<file path="src/rtl/gpio_ev_pkg.sv">
package gpio_ev_pkg;
  typedef enum logic [2:0] {
    REG_DIR    = 3'd0,
    REG_POL    = 3'd1,
    REG_STICKY = 3'd2,
    REG_WMASK  = 3'd3,
    REG_STAT   = 3'd4,
    REG_OUTW   = 3'd5
  } gpio_reg_e;
endpackage

</file>
<file path="src/rtl/gpio_sync.sv">
module gpio_sync #(
  parameter int unsigned W = 16
) (
  input  logic         clk_i,
  input  logic         rst_ni,
  input  logic [W-1:0] d_i,
  output logic [W-1:0] q_o
);
  logic [W-1:0] s1_q, s2_q;

  always_ff @(posedge clk_i or negedge rst_ni) begin
    if (!rst_ni) begin
      s1_q <= '0;
      s2_q <= '0;
    end else begin
      s1_q <= d_i;
      s2_q <= s1_q;
    end
  end

  assign q_o = s2_q;
endmodule

</file>
<file path="src/rtl/gpio_regs.sv">
module gpio_regs
  import gpio_ev_pkg::*;
#(
  parameter int unsigned N = 16
) (
  input  logic         clk_i,
  input  logic         rst_ni,
  input  logic         we_i,
  input  logic [2:0]   addr_i,
  input  logic [N-1:0] wdata_i,
  input  logic [N-1:0] status_i,
  input  logic [N-1:0] out_word_i,
  output logic [N-1:0] dir_o,
  output logic [N-1:0] pol_o,
  output logic [N-1:0] sticky_o,
  output logic [N-1:0] wmask_o,
  output logic [N-1:0] clr_o,
  output logic [N-1:0] rdata_o
);
  logic [N-1:0] dir_q, pol_q, sticky_q, wmask_q;

  always_ff @(posedge clk_i or negedge rst_ni) begin
    if (!rst_ni) begin
      dir_q    <= '1;
      pol_q    <= '1;
      sticky_q <= '0;
      wmask_q  <= '0;
    end else if (we_i) begin
      case (addr_i)
        REG_DIR:    dir_q    <= wdata_i;
        REG_POL:    pol_q    <= wdata_i;
        REG_STICKY: sticky_q <= wdata_i;
        REG_WMASK:  wmask_q  <= wdata_i;
        default: ;
      endcase
    end
  end

  // zero bits in a status write clear latches
  assign clr_o = (we_i && addr_i == REG_STAT) ? ~wdata_i : '0;

  always_comb begin
    case (addr_i)
      REG_DIR:    rdata_o = dir_q;
      REG_POL:    rdata_o = pol_q;
      REG_STICKY: rdata_o = sticky_q;
      REG_WMASK:  rdata_o = wmask_q;
      REG_STAT:   rdata_o = status_i;
      REG_OUTW:   rdata_o = out_word_i;
      default:    rdata_o = '0;
    endcase
  end

  assign dir_o    = dir_q;
  assign pol_o    = pol_q;
  assign sticky_o = sticky_q;
  assign wmask_o  = wmask_q;
endmodule

</file>
<file path="src/rtl/gpio_event.sv">
module gpio_event #(
  parameter int unsigned N = 16
) (
  input  logic         clk_i,
  input  logic         rst_ni,
  input  logic [N-1:0] pin_s_i,
  input  logic [N-1:0] dir_i,
  input  logic [N-1:0] pol_i,
  input  logic [N-1:0] sticky_i,
  input  logic [N-1:0] wmask_i,
  input  logic [N-1:0] clr_i,
  output logic [N-1:0] status_o,
  output logic         irq_o,
  output logic         wake_o
);
  logic [N-1:0] act, act_q, rise, latch_q;
  logic         wake_q;

  // active state only for input pins
  assign act  = dir_i & ~(pin_s_i ^ pol_i);
  assign rise = act & ~act_q;

  for (genvar i = 0; i < N; i++) begin : g_pin
    always_ff @(posedge clk_i or negedge rst_ni) begin
      if (!rst_ni) latch_q[i] <= 1'b0;
      else if (!sticky_i[i] || !dir_i[i]) latch_q[i] <= 1'b0;
      else latch_q[i] <= act[i] | (latch_q[i] & ~clr_i[i]);
    end
    assign status_o[i] = sticky_i[i] ? latch_q[i] : act[i];
  end

  always_ff @(posedge clk_i or negedge rst_ni) begin
    if (!rst_ni) begin
      act_q  <= '0;
      wake_q <= 1'b0;
    end else begin
      act_q  <= act;
      wake_q <= |(rise & wmask_i);
    end
  end

  assign irq_o  = |(status_o & wmask_i);
  assign wake_o = wake_q;
endmodule

</file>
<file path="src/rtl/gpio_slot_io.sv">
module gpio_slot_io #(
  parameter int unsigned N      = 16,
  parameter int unsigned SLOT_W = 20
) (
  input  logic              clk_i,
  input  logic              rst_ni,
  input  logic [N-1:0]      slot_field_i,
  input  logic              slot_vld_i,
  input  logic [N-1:0]      dir_i,
  input  logic [N-1:0]      status_i,
  input  logic              irq_i,
  output logic [N-1:0]      out_word_o,
  output logic [N-1:0]      pin_o,
  output logic [N-1:0]      pin_oe_o,
  output logic [SLOT_W-1:0] in_slot_o
);
  localparam int unsigned PadW = SLOT_W - N - 1;

  logic [N-1:0] word_q;

  always_ff @(posedge clk_i or negedge rst_ni) begin
    if (!rst_ni) word_q <= '0;
    else if (slot_vld_i) word_q <= slot_field_i;
  end

  assign out_word_o = word_q;
  assign pin_oe_o   = ~dir_i;
  assign pin_o      = word_q & ~dir_i;
  assign in_slot_o  = {status_i, {PadW{1'b0}}, irq_i};
endmodule

</file>
<file path="src/rtl/gpio_event_wake.sv">
module gpio_event_wake #(
  parameter int unsigned N_PINS = 16,
  parameter int unsigned SLOT_W = 20
) (
  input  logic              clk_i,
  input  logic              rst_ni,
  input  logic              reg_we_i,
  input  logic [2:0]        reg_addr_i,
  input  logic [N_PINS-1:0] reg_wdata_i,
  output logic [N_PINS-1:0] reg_rdata_o,
  input  logic [SLOT_W-1:0] out_slot_i,
  input  logic              out_slot_vld_i,
  output logic [SLOT_W-1:0] in_slot_o,
  input  logic [N_PINS-1:0] pin_i,
  output logic [N_PINS-1:0] pin_o,
  output logic [N_PINS-1:0] pin_oe_o,
  output logic              wake_o
);
  localparam int unsigned LoW = SLOT_W - N_PINS;

  logic [N_PINS-1:0] pin_s, dir_q, pol_q, sticky_q, wmask_q, clr, status, out_word;
  logic              irq;
  logic              unused_vendor;

  assign unused_vendor = ^out_slot_i[LoW-1:0];

  gpio_sync #(.W(N_PINS)) u_sync (
    .clk_i(clk_i), .rst_ni(rst_ni), .d_i(pin_i), .q_o(pin_s)
  );

  gpio_regs #(.N(N_PINS)) u_regs (
    .clk_i(clk_i), .rst_ni(rst_ni), .we_i(reg_we_i), .addr_i(reg_addr_i),
    .wdata_i(reg_wdata_i), .status_i(status), .out_word_i(out_word),
    .dir_o(dir_q), .pol_o(pol_q), .sticky_o(sticky_q), .wmask_o(wmask_q),
    .clr_o(clr), .rdata_o(reg_rdata_o)
  );

  gpio_event #(.N(N_PINS)) u_event (
    .clk_i(clk_i), .rst_ni(rst_ni), .pin_s_i(pin_s), .dir_i(dir_q),
    .pol_i(pol_q), .sticky_i(sticky_q), .wmask_i(wmask_q), .clr_i(clr),
    .status_o(status), .irq_o(irq), .wake_o(wake_o)
  );

  gpio_slot_io #(.N(N_PINS), .SLOT_W(SLOT_W)) u_slot (
    .clk_i(clk_i), .rst_ni(rst_ni), .slot_field_i(out_slot_i[SLOT_W-1:LoW]),
    .slot_vld_i(out_slot_vld_i), .dir_i(dir_q), .status_i(status), .irq_i(irq),
    .out_word_o(out_word), .pin_o(pin_o), .pin_oe_o(pin_oe_o), .in_slot_o(in_slot_o)
  );
endmodule

</file>
<file path="config.mk">
export PLATFORM = sky130hd
export DESIGN_NAME = gpio_event_wake
export DESIGN_NICKNAME = d
export VERILOG_FILES = /design/src/rtl/gpio_ev_pkg.sv /design/src/rtl/gpio_sync.sv /design/src/rtl/gpio_regs.sv /design/src/rtl/gpio_event.sv /design/src/rtl/gpio_slot_io.sv /design/src/rtl/gpio_event_wake.sv
export SDC_FILE = /design/constraint.sdc
export NUM_CORES = 1
export LEC_CHECK = 0
export BUFFER_PORTS_ARGS = -buffer_cell sky130_fd_sc_hd__buf_4
export CAP_MARGIN = 20
export CORE_ASPECT_RATIO = 0.8
export CORE_UTILIZATION = 30
export DETAILED_ROUTE_END_ITERATION = 16
export GPL_TIMING_DRIVEN = 0
export RECOVER_POWER = 25
export SLEW_MARGIN = 10
export SYNTH_ARGS = -nofsm -noshare
export SYNTH_HDL_FRONTEND = slang
export SYNTH_HIERARCHICAL = 1
export SYNTH_SLANG_ARGS = --single-unit
</file>
<file path="constraint.sdc">
create_clock -name clk_i -period 2.11 [get_ports clk_i]
set_input_delay 0.211 -clock clk_i [delete_from_list [all_inputs] [get_ports clk_i]]
set_output_delay 0.211 -clock clk_i [all_outputs]
set_load 0.02 [all_outputs]
</file>
Yosys cells after proc, flatten, opt, wreduce, memory -nomap -nowiden:

Cells that the tools add are included.

* bits in registers: 145
* latch bits: 0
* RAM bits: 0
* bits in read-only memories: 0
* bits of input ports: 59
* output and inout port bits: 69
* word-level logic and storage cells: 178
* memories kept: 0

* add/subtract/negate cells: 0
* multipliers: 0
* div/mod/pow operators: 0
* $lt $le $gt $ge: 0
* eq/ne operators: 5
* shift-type cells: 0
* multiplexer cells: 34
* bitwise logic cells: 58
* reduce and logical (&&, ||, !) cells: 56

Operator list (count)
* case mux 16 bit (6 select lines): 1
* AND 16 bit: 5
* NOT 16 bit: 4
* zero test 1 bit: 32
* 2-to-1 mux 1 bit: 32
* OR reduction 16 bit: 2
* AND 1 bit: 16
* logical OR 1 bit: 16
* 2-to-1 mux 16 bit: 1
* NOT 1 bit: 16
* bitwise OR 1 bit: 16
* XOR 16 bit: 1
* AND reduction 2 bit: 4
* equality test 3 x 2 -> 1 bit, second input constant: 2
* equality test 3 bit, second input constant: 2
* equality test 3 x 1 -> 1 bit, second input constant: 1
* zero test 3 bit: 1
* logical AND 1 bit: 1

Depth between registers and ports, before layout:

Gate-level depths: netlist (run 1).

* depth after elaboration: 7
* depth in mapped cells: 8
* mapped depth without buffers: 7

By module:

The synthesis (run 1) kept the hierarchy.

Modules (own cells, without submodules)
* gpio_regs: instances 1, cells an instance 268, area an instance 3419.5 um^2, sequential area each 1641.6 um^2
* gpio_event: instances 1, cells an instance 236, area an instance 1874.3 um^2, sequential area each 825.8 um^2
* gpio_slot_io: instances 1, cells an instance 87, area an instance 963.4 um^2, sequential area each 400.4 um^2
* gpio_sync: instances 1, cells an instance 32, area an instance 800.8 um^2, sequential area each 800.8 um^2

Worst setup path before layout (run 1):

OpenSTA, ideal clock, no wires.

* kind: register to output
* from: register u_regs.sticky_q[2], in the netlist u_regs/sticky_o[2]
* to: output port in_slot_o[0]
* arrival time: 1718 ps
* data required time: 1899 ps
* setup slack: 181 ps
* stages on the path, launching flop included: 7
* cells stage by stage: dfrtp_1 -> nand3_2 -> o2111ai_1 -> or4_1 -> a2111oi_1 -> nand4_1 -> buf_4

* word-level cells in the longest chain between the ends: 3

Ends and longest elaborated chain
* from (decl): RTL line gpio_regs.sv:20 `logic [N-1:0] dir_q, pol_q, sticky_q, wmask_q;`
* from (signal assigned): RTL line gpio_regs.sv:32 `REG_STICKY: sticky_q <= wdata_i;`
* 2-to-1 mux 1 bit: RTL line gpio_event.sv:29 `assign status_o[i] = sticky_i[i] ? latch_q[i] : act[i];`
* AND 16 bit: RTL line gpio_event.sv:42 `assign irq_o = |(status_o & wmask_i);`
* OR reduction 16 bit: RTL line gpio_event.sv:42
* to (decl): RTL line gpio_event_wake.sv:13 `output logic [SLOT_W-1:0] in_slot_o,`

Every way passes these cells.

Worst setup path after layout (run 1):

* from: register u_regs.wmask_q[12], in the netlist u_regs/wmask_o[12]
* to: output port in_slot_o[0]

* word-level cells in the longest chain between the ends: 2

Ends and longest elaborated chain
* from (decl): RTL line gpio_regs.sv:20
* from (signal assigned): RTL line gpio_regs.sv:33 `REG_WMASK: wmask_q <= wdata_i;`
* AND 16 bit: RTL line gpio_event.sv:42
* OR reduction 16 bit: RTL line gpio_event.sv:42

Every way passes these cells.

==> parameters.txt, run 1 <==
Parameter                              Value

Status
  Outcome    finished, violations left
  Violations in the final reports    capacitance limit, slew limit, setup timing

Timing
  Slew at the pin with the worst max-slew slack    1670 ps
  Number of pins with negative max-slew slack in the final report    63
  Worst Clk Skew    8.83 ps
  Worst Setup Slack, final    -319 ps
  Final worst path period share    1.15
  Setup-violating endpoint count in the final report    10
  Time the final worst path needs with I/O delays and setup    2430 ps
  Final Hold Vio Count    0
  Headroom to the max-slew limit    -0.113
  Peak Freq    0.412 GHz
  Setup repair after global routing missed its margin    true

Clock tree
  Clock latency of the later-clocked register in the worst-skew pair    430 ps
  Number of levels in the clock H-tree    4
  Number of buffers created by CTS    17
  Clock slew at reported path FFs    60 ps
  Sinks on the clock net    145
  Root cell of the clock tree    sky130_fd_sc_hd__clkbuf_16
  Maximum buffer depth of the clock tree    2
  Clock tree from TritonCTS    yes

Floorplanning
  Core area    0.0227 sq mm
  Starting density of the core    0.310
  Number of ports placed on the die boundary    128
  Number of placement rows    49
  Height of the die    139 um
  Die width    173 um
  Floorplan die area    0.0241 sq mm

Synth
  Cell types with the highest counts after synthesis    113 x sky130_fd_sc_hd__dfrtp_1, 66 x sky130_fd_sc_hd__mux2_2, 62 x sky130_fd_sc_hd__nand2_1
  Proportion of synthesized chip area in sequential cells    0.520
  Primary flip-flop cell chosen by synthesis mapping    sky130_fd_sc_hd__dfrtp_1
  Library cell with the largest summed area after synthesis    sky130_fd_sc_hd__dfrtp_1
  Largest cells by area after synthesis    sky130_fd_sc_hd__dfrtp_1 40%, sky130_fd_sc_hd__dfstp_2 12%, sky130_fd_sc_hd__mux2_2 11%
  Area share of the largest cell type after synthesis    0.401
  Synth cell types    46
  Share of synthesized registers carrying an async set or reset    1.00
  Register bit total from synthesis    145
  Average size of a mapped cell    11.3 sq um
  Yosys warning total    6
  Number of flops mapped to enable cells by yosys    0
  Most frequently used cell type in the post-synthesis netlist    sky130_fd_sc_hd__dfrtp_1
  Number of cells produced by synthesis    623
  Synthesized area    0.00706 sq mm

Global route
  Largest net degree at the start of global routing    84
  Wire length of the first global-routing pass    34.2 mm
  Via count of the first global-routing pass    5852
  Overall routing resource usage    0.190
  Total congestion overflow    0
  Initial antenna violation count    0

Power and ir drop
  Leakage power total    0.00479 uW
  PwrDens    1010 mW/mm^2
  Peak supply drop    0.620 mV
  Total power    10300 uW

Route
  Routed vias/inst    4.79
  Antenna Violating Nets Remaining    0
  Average wire length per cell after detail routing    18.7 um
  Number of remaining DRC errors    0
  Total detailed-routing wirelength    22.2 mm
  Routed vias    5686
  First-pass iteration count of the detailed router    5
  Number of violations reported at the end of detailed-routing iteration 0    492

Critical path
  Type of the worst setup path    reg2out
  Worst Setup End Kind    output port
  Critical path data required time    1900 ps
  First element of the critical path    u_regs/wmask_o[12]
  Start of the worst register-to-register path    u_regs/pol_o[9]
  Type of origin of the critical path    flip-flop
  Arr. time, crit path    2220 ps
  Max Fanout on Critical Path    3

Finish
  Fin area    0.0102 sq mm
  P&R area growth vs syn    45.2%
  Post-route insts no fill    1187
  Proportion of layout cells with a drive suffix above 1    0.547
  Number of antenna repair diodes    0
  Final #Nets    928
  FILL cells    2111

Min path
  Startpoint of the tightest hold check path    out_slot_i[14]
  Type of the most critical hold path    in2reg

Place
  DP Wirelength    14.5 mm
  Total placed cells including tap cells    1051
  DP Area    0.00838 sq mm
  Number of buffers inserted by port buffering    119
  Final RePlAce weighted congestion    0.838

Job
  Number of max-cap violations    1
-- sequential cells by signal (all words and copies together), names as in the netlist --
register           cells
u_slot/out_word_o     16
u_event/act_q         16
u_regs/pol_o          16
u_event/latch_q       16
u_regs/wmask_o        16
u_regs/dir_o          16
u_regs/sticky_o       16
u_sync/s1_q           16
u_sync/q_o            16
u_event/wake_o         1
-- layer usage --
layer | global-route usage | share of wire | vias to the layer above
li1 | - | - | 2618
met1 | 0.266 | 0.46 | 2818
met2 | 0.285 | 0.45 | 229
met3 | 0.0562 | 0.076 | 21
met4 | 0.0526 | 0.011 | 0
met5 | 0 | 0 | -
-- worst paths after layout --
| check | cells past startpoint | endpoint | slack [ps] |
|---|---|---|---|
| min in group asynchronous | 2 | u_slot/out_word_o[10] | 760 |
| min | 2 | u_slot/out_word_o[10] | 9 |
| max in group asynchronous | 3 | u_regs/pol_o[6] | 210 |
| max reg2reg | 12 | u_event/act_q[9] | 80 |
| min reg2reg | 0 | u_sync/q_o[13] | 350 |
| max | 6 | in_slot_o[0] | -320 |
-- layout by cell type (no fill, tap or decap), drive strengths merged, types with 16 or more instances in the layout --
| cell | instances |
|---|---|
| buf | 227 |
| dfrtp | 113 |
| mux2 | 97 |
| nand2 | 63 |
| inv | 52 |
| clkbuf | 47 |
| nor2 | 45 |
| dfstp | 32 |
| nand3 | 21 |
| o21ai | 19 |
| dlygate4sd3 | 17 |
| a21oi | 17 |
| nor2b | 17 |
| xnor2 | 16 |
-- logic make-up after synthesis --
logic type             after synthesis  share of synthesized area
AO/OA/AOI/OAI                       74                     0.0684
XOR/XNOR                            16                     0.0199
buffers and inverters               93                     0.0707
flip-flops                         145                      0.520
multiplexers                       113                      0.195
other                                1                   0.000531
AND/OR/NAND/NOR                    181                      0.125
-- power breakdown --
part | switching [uW] | internal, uW | total [uW]
sequential | 455 | 3360 | 3820
clock | 1130 | 1790 | 2920
combinational | 1670 | 1890 | 3570
total | 3260 | 7050 | 10300
-- stage by stage --
stage / hold WS (ps) / TNS [ps] / setup WS (ps) / util
floorplan: -84.6 / 0 / 181 / -
global placement: 321 / -799 / -346 / 0.367
detailed placement: 192 / -598 / -360 / 0.368
CTS: 2.45 / -1490 / -394 / 0.438
global route: -1.04 / -8810 / -404 / 0.450
finish: 9.05 / -840 / -319 / 0.450
-- layout make-up --
type | count | area [sq um] | share of cell area
flip-flops and latches | 145 | 3680 | 0.359
multi-input cells | 387 | 3330 | 0.325
repair buffers | 228 | 1810 | 0.177
clock buffers | 25 | 475 | 0.0464
well taps | 306 | 383 | 0.0374
plain buffers | 38 | 285 | 0.0278
inverters | 52 | 195 | 0.0190
clock inverters | 6 | 82.6 | 0.00806
-- critical path, cell delays in order (launching register included) --
cell,delay (ps)
sky130_fd_sc_hd__dfrtp_1,400
sky130_fd_sc_hd__inv_2,100
sky130_fd_sc_hd__o2111ai_2,130
sky130_fd_sc_hd__or4_4,540
sky130_fd_sc_hd__a2111oi_4,210
sky130_fd_sc_hd__nand4_1,200
sky130_fd_sc_hd__buf_4,210
-- repair_timing --
item	in CTS	in global routing
hold buffers	17	0
gates resized for setup	76	45
pin swaps	39	33
hold endpoints to repair	64	0
setup endpoints to repair	24	26
setup buffers	78	14
Power figures use the tool's default switching activity.
==> inputs of run 2 (changes only) <==
--- a/config.mk
+++ b/config.mk
@@ -8,9 +8,10 @@
 export BUFFER_PORTS_ARGS = -buffer_cell sky130_fd_sc_hd__buf_4
 export CAP_MARGIN = 20
 export CORE_ASPECT_RATIO = 0.8
-export CORE_UTILIZATION = 30
+export CORE_UTILIZATION = 50
 export DETAILED_ROUTE_END_ITERATION = 16
 export GPL_TIMING_DRIVEN = 0
+export PLACE_DENSITY = 0.73
 export RECOVER_POWER = 25
 export SLEW_MARGIN = 10
 export SYNTH_ARGS = -nofsm -noshare
==> run 2 against run 1 <==
Net effect:
- the flow finishes with violations (setup timing)
- worst hold slack improved by 13 ps
- wire length fell by 6.4%
- die area fell by 40%
- utilization rose by 29 points
- global-route usage rose by 11 points
- clock skew fell by 2.6 ps
- flip-flop and latch count did not move
- power fell by 0.48%
- sequential power barely moved
- worst setup slack improved by 32 ps
- largest power group unchanged
- non-clock buffer count rose by 5
==> parameters.txt, run 2 (synthesis results as in run 1) <==
Parameter                              Value

Status
  Outcome    finished, violations left (unchanged)
  Violations in the final reports    setup timing (was capacitance limit, slew limit, setup timing)

Global route
  Wire length of the first global-routing pass    32.1 mm (was 34.2 mm)
  Overall routing resource usage    0.301 (was 0.190)
  Via count of the first global-routing pass    6058 (was 5852)
  Largest net degree at the start of global routing    95 (was 84)
  Total congestion overflow    0 (unchanged)
  Initial antenna violation count    0 (unchanged)

Clock tree
  Maximum buffer depth of the clock tree    2 (unchanged)
  Sinks on the clock net    145 (unchanged)
  Clock latency of the later-clocked register in the worst-skew pair    420 ps (was 430 ps)
  Root cell of the clock tree    sky130_fd_sc_hd__clkbuf_16 (unchanged)
  Clock tree from TritonCTS    yes (unchanged)
  Clock slew at reported path FFs    60 ps (about the same)
  Number of buffers created by CTS    17 (unchanged)
  Number of levels in the clock H-tree    4 (unchanged)

Min path
  Startpoint of the tightest hold check path    out_slot_i[9] (was out_slot_i[14])
  Type of the most critical hold path    in2reg (unchanged)
  Hold Crit Depth    2 (unchanged)
  Hold-critical path endpoint    u_slot/out_word_o[5] (was u_slot/out_word_o[10])

Finish
  Proportion of layout cells with a drive suffix above 1    0.547 (about the same)
  Core occupancy in the finished layout    0.739 (was 0.450)
  Fin area    0.0101 sq mm (was 0.0102 sq mm)
  Number of antenna repair diodes    0 (unchanged)
  Most common library cell in the layout ignoring fill and taps    sky130_fd_sc_hd__buf_4 (unchanged)
  Most frequent cells in the layout    208 x sky130_fd_sc_hd__buf_4, 104 x sky130_fd_sc_hd__dfrtp_1, 66 x sky130_fd_sc_hd__mux2_2, 49 x sky130_fd_sc_hd__inv_1, 49 x sky130_fd_sc_hd__nand2_1 (was 206 x sky130_fd_sc_hd__buf_4, 103 x sky130_fd_sc_hd__dfrtp_1, 66 x sky130_fd_sc_hd__mux2_2, 52 x sky130_fd_sc_hd__nand2_1, 50 x sky130_fd_sc_hd__inv_1)
  Final #Nets    933 (was 928)
  P&R area growth vs syn    42.9% (was 45.2%)

Power and ir drop
  Power dissipated by switching net loads    3220 uW (was 3260 uW)
  Fraction of power spent switching nets    0.314 (was 0.316)
  Leakage power total    0.00480 uW (was 0.00479 uW)
  Total power    10300 uW (about the same)
  Peak supply drop    0.660 mV (was 0.620 mV)
  PwrDens    1020 mW/mm^2 (was 1010 mW/mm^2)
  Combinational share of power    0.344 (was 0.346)
  Cell internal pwr    7040 uW (was 7050 uW)
  Sequential fraction of design power    0.370 (about the same)
  Share of total power in the clock network    0.286 (was 0.284)

Timing
  Final worst path period share    1.14 (was 1.15)
  Headroom to the max-slew limit    0.113 (was -0.113)
  Number of pins with negative max-slew slack in the final report    0 (was 63)
  Time the final worst path needs with I/O delays and setup    2400 ps (was 2430 ps)
  Final Hold Vio Count    0 (unchanged)
  Setup-violating endpoint count in the final report    8 (was 10)
  Worst Clk Skew    6.19 ps (was 8.83 ps)
  Worst hold slack    22.1 ps (was 9.05 ps)
  Peak Freq    0.417 GHz (was 0.412 GHz)
  Worst Setup Slack, final    -287 ps (was -319 ps)
  Setup repair after global routing missed its margin    true (unchanged)
  Slew at the pin with the worst max-slew slack    1330 ps (was 1670 ps)

Critical path
  Critical path's slowest cell    sky130_fd_sc_hd__or4_1 (was sky130_fd_sc_hd__or4_4)
  First element of the critical path    u_regs/wmask_o[10] (was u_regs/wmask_o[12])
  Instance count on the critical path    6 (unchanged)
  Buffers & Inverters on Critical Path    1 (was 2)
  Start of the worst register-to-register path    u_regs/pol_o[11] (was u_regs/pol_o[9])
  Type of the worst setup path    reg2out (unchanged)
  Slack of the worst reg-to-reg path    110 ps (was 80 ps)
  Worst Setup End Kind    output port (unchanged)
  Arr. time, crit path    2190 ps (was 2220 ps)
  Type of origin of the critical path    flip-flop (unchanged)
  Cell type group with the largest total delay on the critical path    simple AND/OR/NAND/NOR gates (unchanged)
  Sequence of cells on the critical path    nand3_2 -> o2111ai_2 -> or4_1 -> a2111oi_2 -> nand4_1 -> buf_4 (was inv_2 -> o2111ai_2 -> or4_4 -> a2111oi_4 -> nand4_1 -> buf_4)
  Critical register-to-register path endpoint    u_event/act_q[11] (was u_event/act_q[9])
  Max Fanout on Critical Path    2 (was 3)
  Peak per-stage delay on the critical path    500 ps (was 540 ps)
  Cell depth of the worst flop-to-flop path    12 (unchanged)
  Critical path data required time    1900 ps (about the same)

Route
  Antenna Violating Nets Remaining    0 (unchanged)
  Number of violations reported at the end of detailed-routing iteration 0    398 (was 492)
  Routed vias    5820 (was 5686)
  Routed vias/inst    5.45 (was 4.79)
  Total detailed-routing wirelength    20.8 mm (was 22.2 mm)
  Number of remaining DRC errors    0 (unchanged)
  Average wire length per cell after detail routing    19.5 um (was 18.7 um)
  First-pass iteration count of the detailed router    4 (was 5)

Floorplanning
  Starting density of the core    0.517 (was 0.310)
  Die width    135 um (was 173 um)
  Floorplan die area    0.0146 sq mm (was 0.0241 sq mm)
  Height of the die    108 um (was 139 um)
  Number of placement rows    38 (was 49)
  Number of ports placed on the die boundary    128 (unchanged)
  Core area    0.0136 sq mm (was 0.0227 sq mm)

Place
  DP Wirelength    12.8 mm (was 14.5 mm)
  Final RePlAce weighted congestion    0.890 (was 0.838)
  Number of buffers inserted by port buffering    119 (unchanged)
  Pre-CTS setup slack    -243 ps (was -360 ps)
  DP Area    0.00822 sq mm (was 0.00838 sq mm)

Job
  Number of max-cap violations    0 (was 1)
==> run 2: changes by cell type in the layout (fill, tap and decap cells not counted), moves of 3 or more <==
cell                       previous run  this run
sky130_fd_sc_hd__nand2_2              9        12
sky130_fd_sc_hd__clkbuf_8             2         6
sky130_fd_sc_hd__clkbuf_1             8         4
sky130_fd_sc_hd__nand2_1             52        49
sky130_fd_sc_hd__xnor2_1              0         3
==> run 2: through the flow <==
stage / setup TNS (ps) / instances
3_3_place_gp: -409 / 924
6_report: -996 / 1067
2_1_floorplan: 0 / 625
5_1_grt: -2350 / 1067
3_5_place_dp: -326 / 925
4_1_cts: -995 / 1055
==> run 2: cell type report <==
cell class | instances | area (sq um)
multi-input cells | 387 | 3260
repair buffers | 232 | 1850
inverters | 52 | 195
plain buffers | 39 | 292
clock inverters | 8 | 76.3
clock buffers | 24 | 512
well taps | 180 | 225
flip-flops and latches | 145 | 3680
fillers | 900 | 3560
==> run 2: what timing repair did <==
item | in CTS | in global routing
setup endpoints to repair | 21 | 27
buffers inserted | 82 | 13
pin swaps | 38 | 28
hold endpoints to repair | 55 | 2
hold buffers | 17 | 2
resized for setup | 69 | 41
==> run 2: worst max-delay path by stage <==
stage,end
final,in_slot_o[0]
after global routing,in_slot_o[0]
after CTS,in_slot_o[0]
after detailed placement,in_slot_o[0]
after global placement,in_slot_o[0]
after floorplan,in_slot_o[0]
==> run 2: routing by layer <==
layer	track usage	up-vias	share of wire
li1	-	2632	-
met1	0.384	2835	0.40
met2	0.478	295	0.47
met3	0.0914	58	0.089
met4	0.128	0	0.034
met5	0	-	0
==> run 2: power by group through the flow <==
stage          registers [uW]  logic, uW  clock network, uW
2_1_floorplan            3730       1630                  0
3_3_place_gp             3830       2420                  0
3_5_place_dp             3870       2470                  0
4_1_cts                  3750       3280               2980
5_1_grt                  3850       3770               3110
6_report                 3800       3530               2930
==> inputs of run 3 (changes only) <==
--- a/config.mk
+++ b/config.mk
@@ -8,10 +8,11 @@
 export BUFFER_PORTS_ARGS = -buffer_cell sky130_fd_sc_hd__buf_4
 export CAP_MARGIN = 20
 export CORE_ASPECT_RATIO = 0.8
+export CORE_MARGIN = 1.5
 export CORE_UTILIZATION = 50
 export DETAILED_ROUTE_END_ITERATION = 16
 export GPL_TIMING_DRIVEN = 0
-export PLACE_DENSITY = 0.73
+export PLACE_DENSITY = 0.83
 export RECOVER_POWER = 25
 export SLEW_MARGIN = 10
 export SYNTH_ARGS = -nofsm -noshare
==> run 3 against run 2 <==
Net effect:
- fmax shrank 4.3%
- largest cell class unchanged
- cell count grew 2.2%
- non-clock buffer count grew 23
- sequential share of layout area shrank 1.1 points
- first-iteration DRC count grew 71%
- global-route usage grew 2.6 points
- combinational power grew 11%
- the run still ends with setup timing left
- clock skew grew 5.8 ps
- clock power grew 12%
- count of clock-buffer cells in the layout shrank 1
- critical path depth is the same
- worst hold slack lost 14 ps
==> parameters.txt, run 3 (synthesis results as in run 1) <==
Parameter                              Value

Floorplanning
  Height of the die    109 um (was 108 um)
  Die width    136 um (was 135 um)
  Core area    0.0137 sq mm (was 0.0136 sq mm)
  Number of placement rows    38 (unchanged)
  Floorplan die area    0.0148 sq mm (was 0.0146 sq mm)
  Starting density of the core    0.515 (was 0.517)
  Number of ports placed on the die boundary    128 (unchanged)

Timing
  Slew at the pin with the worst max-slew slack    1140 ps (was 1330 ps)
  Final Hold Vio Count    0 (unchanged)
  Peak Freq    0.399 GHz (was 0.417 GHz)
  Time the final worst path needs with I/O delays and setup    2500 ps (was 2400 ps)
  Worst Clk Skew    12.0 ps (was 6.19 ps)
  Headroom to the max-slew limit    0.243 (was 0.113)
  Setup-violating endpoint count in the final report    13 (was 8)
  Worst hold slack    8.48 ps (was 22.1 ps)
  Worst Setup Slack, final    -394 ps (was -287 ps)
  Number of pins with negative max-slew slack in the final report    0 (unchanged)
  Final worst path period share    1.19 (was 1.14)
  Setup repair after global routing missed its margin    true (unchanged)

Place
  DP Wirelength    13.2 mm (was 12.8 mm)
  DP Area    0.00822 sq mm (unchanged)
  Final RePlAce weighted congestion    0.887 (was 0.890)
  Number of buffers inserted by port buffering    119 (unchanged)

Finish
  Fin area    0.0104 sq mm (was 0.0101 sq mm)
  Most frequent cells in the layout    228 x sky130_fd_sc_hd__buf_4, 103 x sky130_fd_sc_hd__dfrtp_1, 66 x sky130_fd_sc_hd__mux2_2, 49 x sky130_fd_sc_hd__nand2_1, 49 x sky130_fd_sc_hd__inv_1 (was 208 x sky130_fd_sc_hd__buf_4, 104 x sky130_fd_sc_hd__dfrtp_1, 66 x sky130_fd_sc_hd__mux2_2, 49 x sky130_fd_sc_hd__inv_1, 49 x sky130_fd_sc_hd__nand2_1)
  Proportion of layout cells with a drive suffix above 1    0.560 (was 0.547)
  P&R area growth vs syn    47.3% (was 42.9%)
  Number of antenna repair diodes    0 (unchanged)
  Final #Nets    956 (was 933)
  Most common library cell in the layout ignoring fill and taps    sky130_fd_sc_hd__buf_4 (unchanged)
  FILL cells    819 (was 900)

Critical path
  Critical path's slowest cell    sky130_fd_sc_hd__or4_4 (was sky130_fd_sc_hd__or4_1)
  Worst Setup End Kind    output port (unchanged)
  Peak per-stage delay on the critical path    520 ps (was 500 ps)
  Arr. time, crit path    2290 ps (was 2190 ps)
  Critical path data required time    1900 ps (about the same)
  Start of the worst register-to-register path    u_regs/pol_o[11] (unchanged)
  Instance count on the critical path    6 (unchanged)
  Max Fanout on Critical Path    2 (unchanged)
  Type of the worst setup path    reg2out (unchanged)
  Sequence of cells on the critical path    nand2_2 -> o2111ai_2 -> or4_4 -> a2111oi_4 -> nand4_1 -> buf_4 (was nand3_2 -> o2111ai_2 -> or4_1 -> a2111oi_2 -> nand4_1 -> buf_4)
  Crit path to    in_slot_o[0] (unchanged)
  Type of origin of the critical path    flip-flop (unchanged)
  Cell type group with the largest total delay on the critical path    simple AND/OR/NAND/NOR gates (unchanged)
  Slack of the worst reg-to-reg path    20 ps (was 110 ps)
  First element of the critical path    u_event/latch_q[8] (was u_regs/wmask_o[10])
  Buffers & Inverters on Critical Path    1 (unchanged)
  Critical register-to-register path endpoint    u_event/act_q[11] (unchanged)
  Cell depth of the worst flop-to-flop path    12 (unchanged)

Route
  First-pass iteration count of the detailed router    7 (was 4)
  Routed vias/inst    5.83 (was 5.45)
  Routed vias    6354 (was 5820)
  Antenna Violating Nets Remaining    0 (unchanged)
  Total detailed-routing wirelength    24.1 mm (was 20.8 mm)
  Number of remaining DRC errors    0 (unchanged)
  Average wire length per cell after detail routing    22.1 um (was 19.5 um)
  Number of violations reported at the end of detailed-routing iteration 0    681 (was 398)

Status
  Outcome    finished, violations left (unchanged)
  Violations in the final reports    setup timing (unchanged)

Global route
  Most heavily used metal layer in global routing    met2 (unchanged)
  Global routing usage on met3    0.0907 (was 0.0914)
  Met1 Track Usage GR    0.407 (was 0.384)
  Via count of the first global-routing pass    6458 (was 6058)
  Wire length of the first global-routing pass    35.5 mm (was 32.1 mm)
  Initial antenna violation count    0 (unchanged)
  Met2 track utilization from global routing    0.521 (was 0.478)
  Total congestion overflow    0 (unchanged)
  Overall routing resource usage    0.327 (was 0.301)
  Largest net degree at the start of global routing    80 (was 95)

Clock tree
  Clock latency of the later-clocked register in the worst-skew pair    430 ps (was 420 ps)
  Maximum buffer depth of the clock tree    2 (unchanged)
  Clock tree from TritonCTS    yes (unchanged)
  Number of levels in the clock H-tree    4 (unchanged)
  Sinks on the clock net    145 (unchanged)
  Clock slew at reported path FFs    60 ps (about the same)
  Number of buffers created by CTS    17 (unchanged)
  Root cell of the clock tree    sky130_fd_sc_hd__clkbuf_16 (unchanged)

Power and ir drop
  PwrDens    1060 mW/mm^2 (was 1020 mW/mm^2)
  Peak supply drop    0.893 mV (was 0.660 mV)
  Leakage power total    0.00493 uW (was 0.00480 uW)

Job
  Number of max-cap violations    0 (unchanged)

Min path
  Type of the most critical hold path    in2reg (unchanged)
==> run 3: repair_timing <==
item                                    in CTS  in global routing
endpoints found under the setup margin      19                 29
hold endpoints to repair                    75                  0
hold buffers                                17                  0
pin swaps                                   39                 44
gates resized for setup                     83                 52
buffers inserted                           104                 22
==> run 3: final cells by class <==
cell class                      count  area, sq um  share of cell area
Buffer                             37          279              0.0268
Clock buffer                       23          488              0.0469
Clock inverter                      9          151              0.0146
Inverter                           52          195              0.0188
Multi-Input combinational cell    387         3320               0.320
Sequential cell                   145         3680               0.354
Tap cell                          180          225              0.0217
Timing Repair Buffer              257         2050               0.197
==> run 3: worst register-to-register path, cell delays in order, from the launching register on <==
cell                      delay [ps]
sky130_fd_sc_hd__dfstp_2         590
sky130_fd_sc_hd__xnor2_4         160
sky130_fd_sc_hd__nand2_2         130
sky130_fd_sc_hd__buf_6           130
sky130_fd_sc_hd__buf_4           120
sky130_fd_sc_hd__buf_4           120
sky130_fd_sc_hd__buf_4           120
sky130_fd_sc_hd__buf_4           120
sky130_fd_sc_hd__buf_4           120
sky130_fd_sc_hd__buf_4           130
sky130_fd_sc_hd__buf_4           130
sky130_fd_sc_hd__buf_4           130
sky130_fd_sc_hd__inv_2            50
==> run 3: how the worst min path moves through the flow <==
stage,from,endpoint,slack [ps],cells past startpoint
2_1_floorplan,rst_ni,u_event/act_q[0],-80,0
3_3_place_gp,pin_i[5],u_sync/s1_q[5],320,1
3_5_place_dp,rst_ni,u_slot/out_word_o[10],310,1
4_1_cts,out_slot_i[12],u_slot/out_word_o[8],4,2
5_1_grt,out_slot_i[12],u_slot/out_word_o[8],2,2
6_report,out_slot_i[9],u_slot/out_word_o[5],8,2
==> run 3: power by group <==
part	switching [uW]	internal, uW	total [uW]
registers	483	3360	3840
logic	1880	2060	3930
clock network	1170	2100	3270
total	3530	7520	11000
==> run 3: metrics by stage <==
stage | utilization | setup WS, ps | total power (uW) | TNS, ps | cells
6_report | 0.759 | -394 | 11000 | -1330 | 1090
5_1_grt | 0.759 | -468 | 11500 | -2500 | 1090
4_1_cts | 0.737 | -345 | 10500 | -938 | 1077
3_5_place_dp | 0.600 | -288 | 6370 | -339 | 925
3_3_place_gp | 0.598 | -277 | 6240 | -346 | 924
2_1_floorplan | - | 181 | 5360 | 0 | 625
==> run 3: routing by layer <==
metal / share of wire / vias to the layer above
met2: 0.47 / 444
met4: 0.061 / 0
li1: - / 2673
met5: 0 / -
met1: 0.38 / 3094
met3: 0.095 / 143
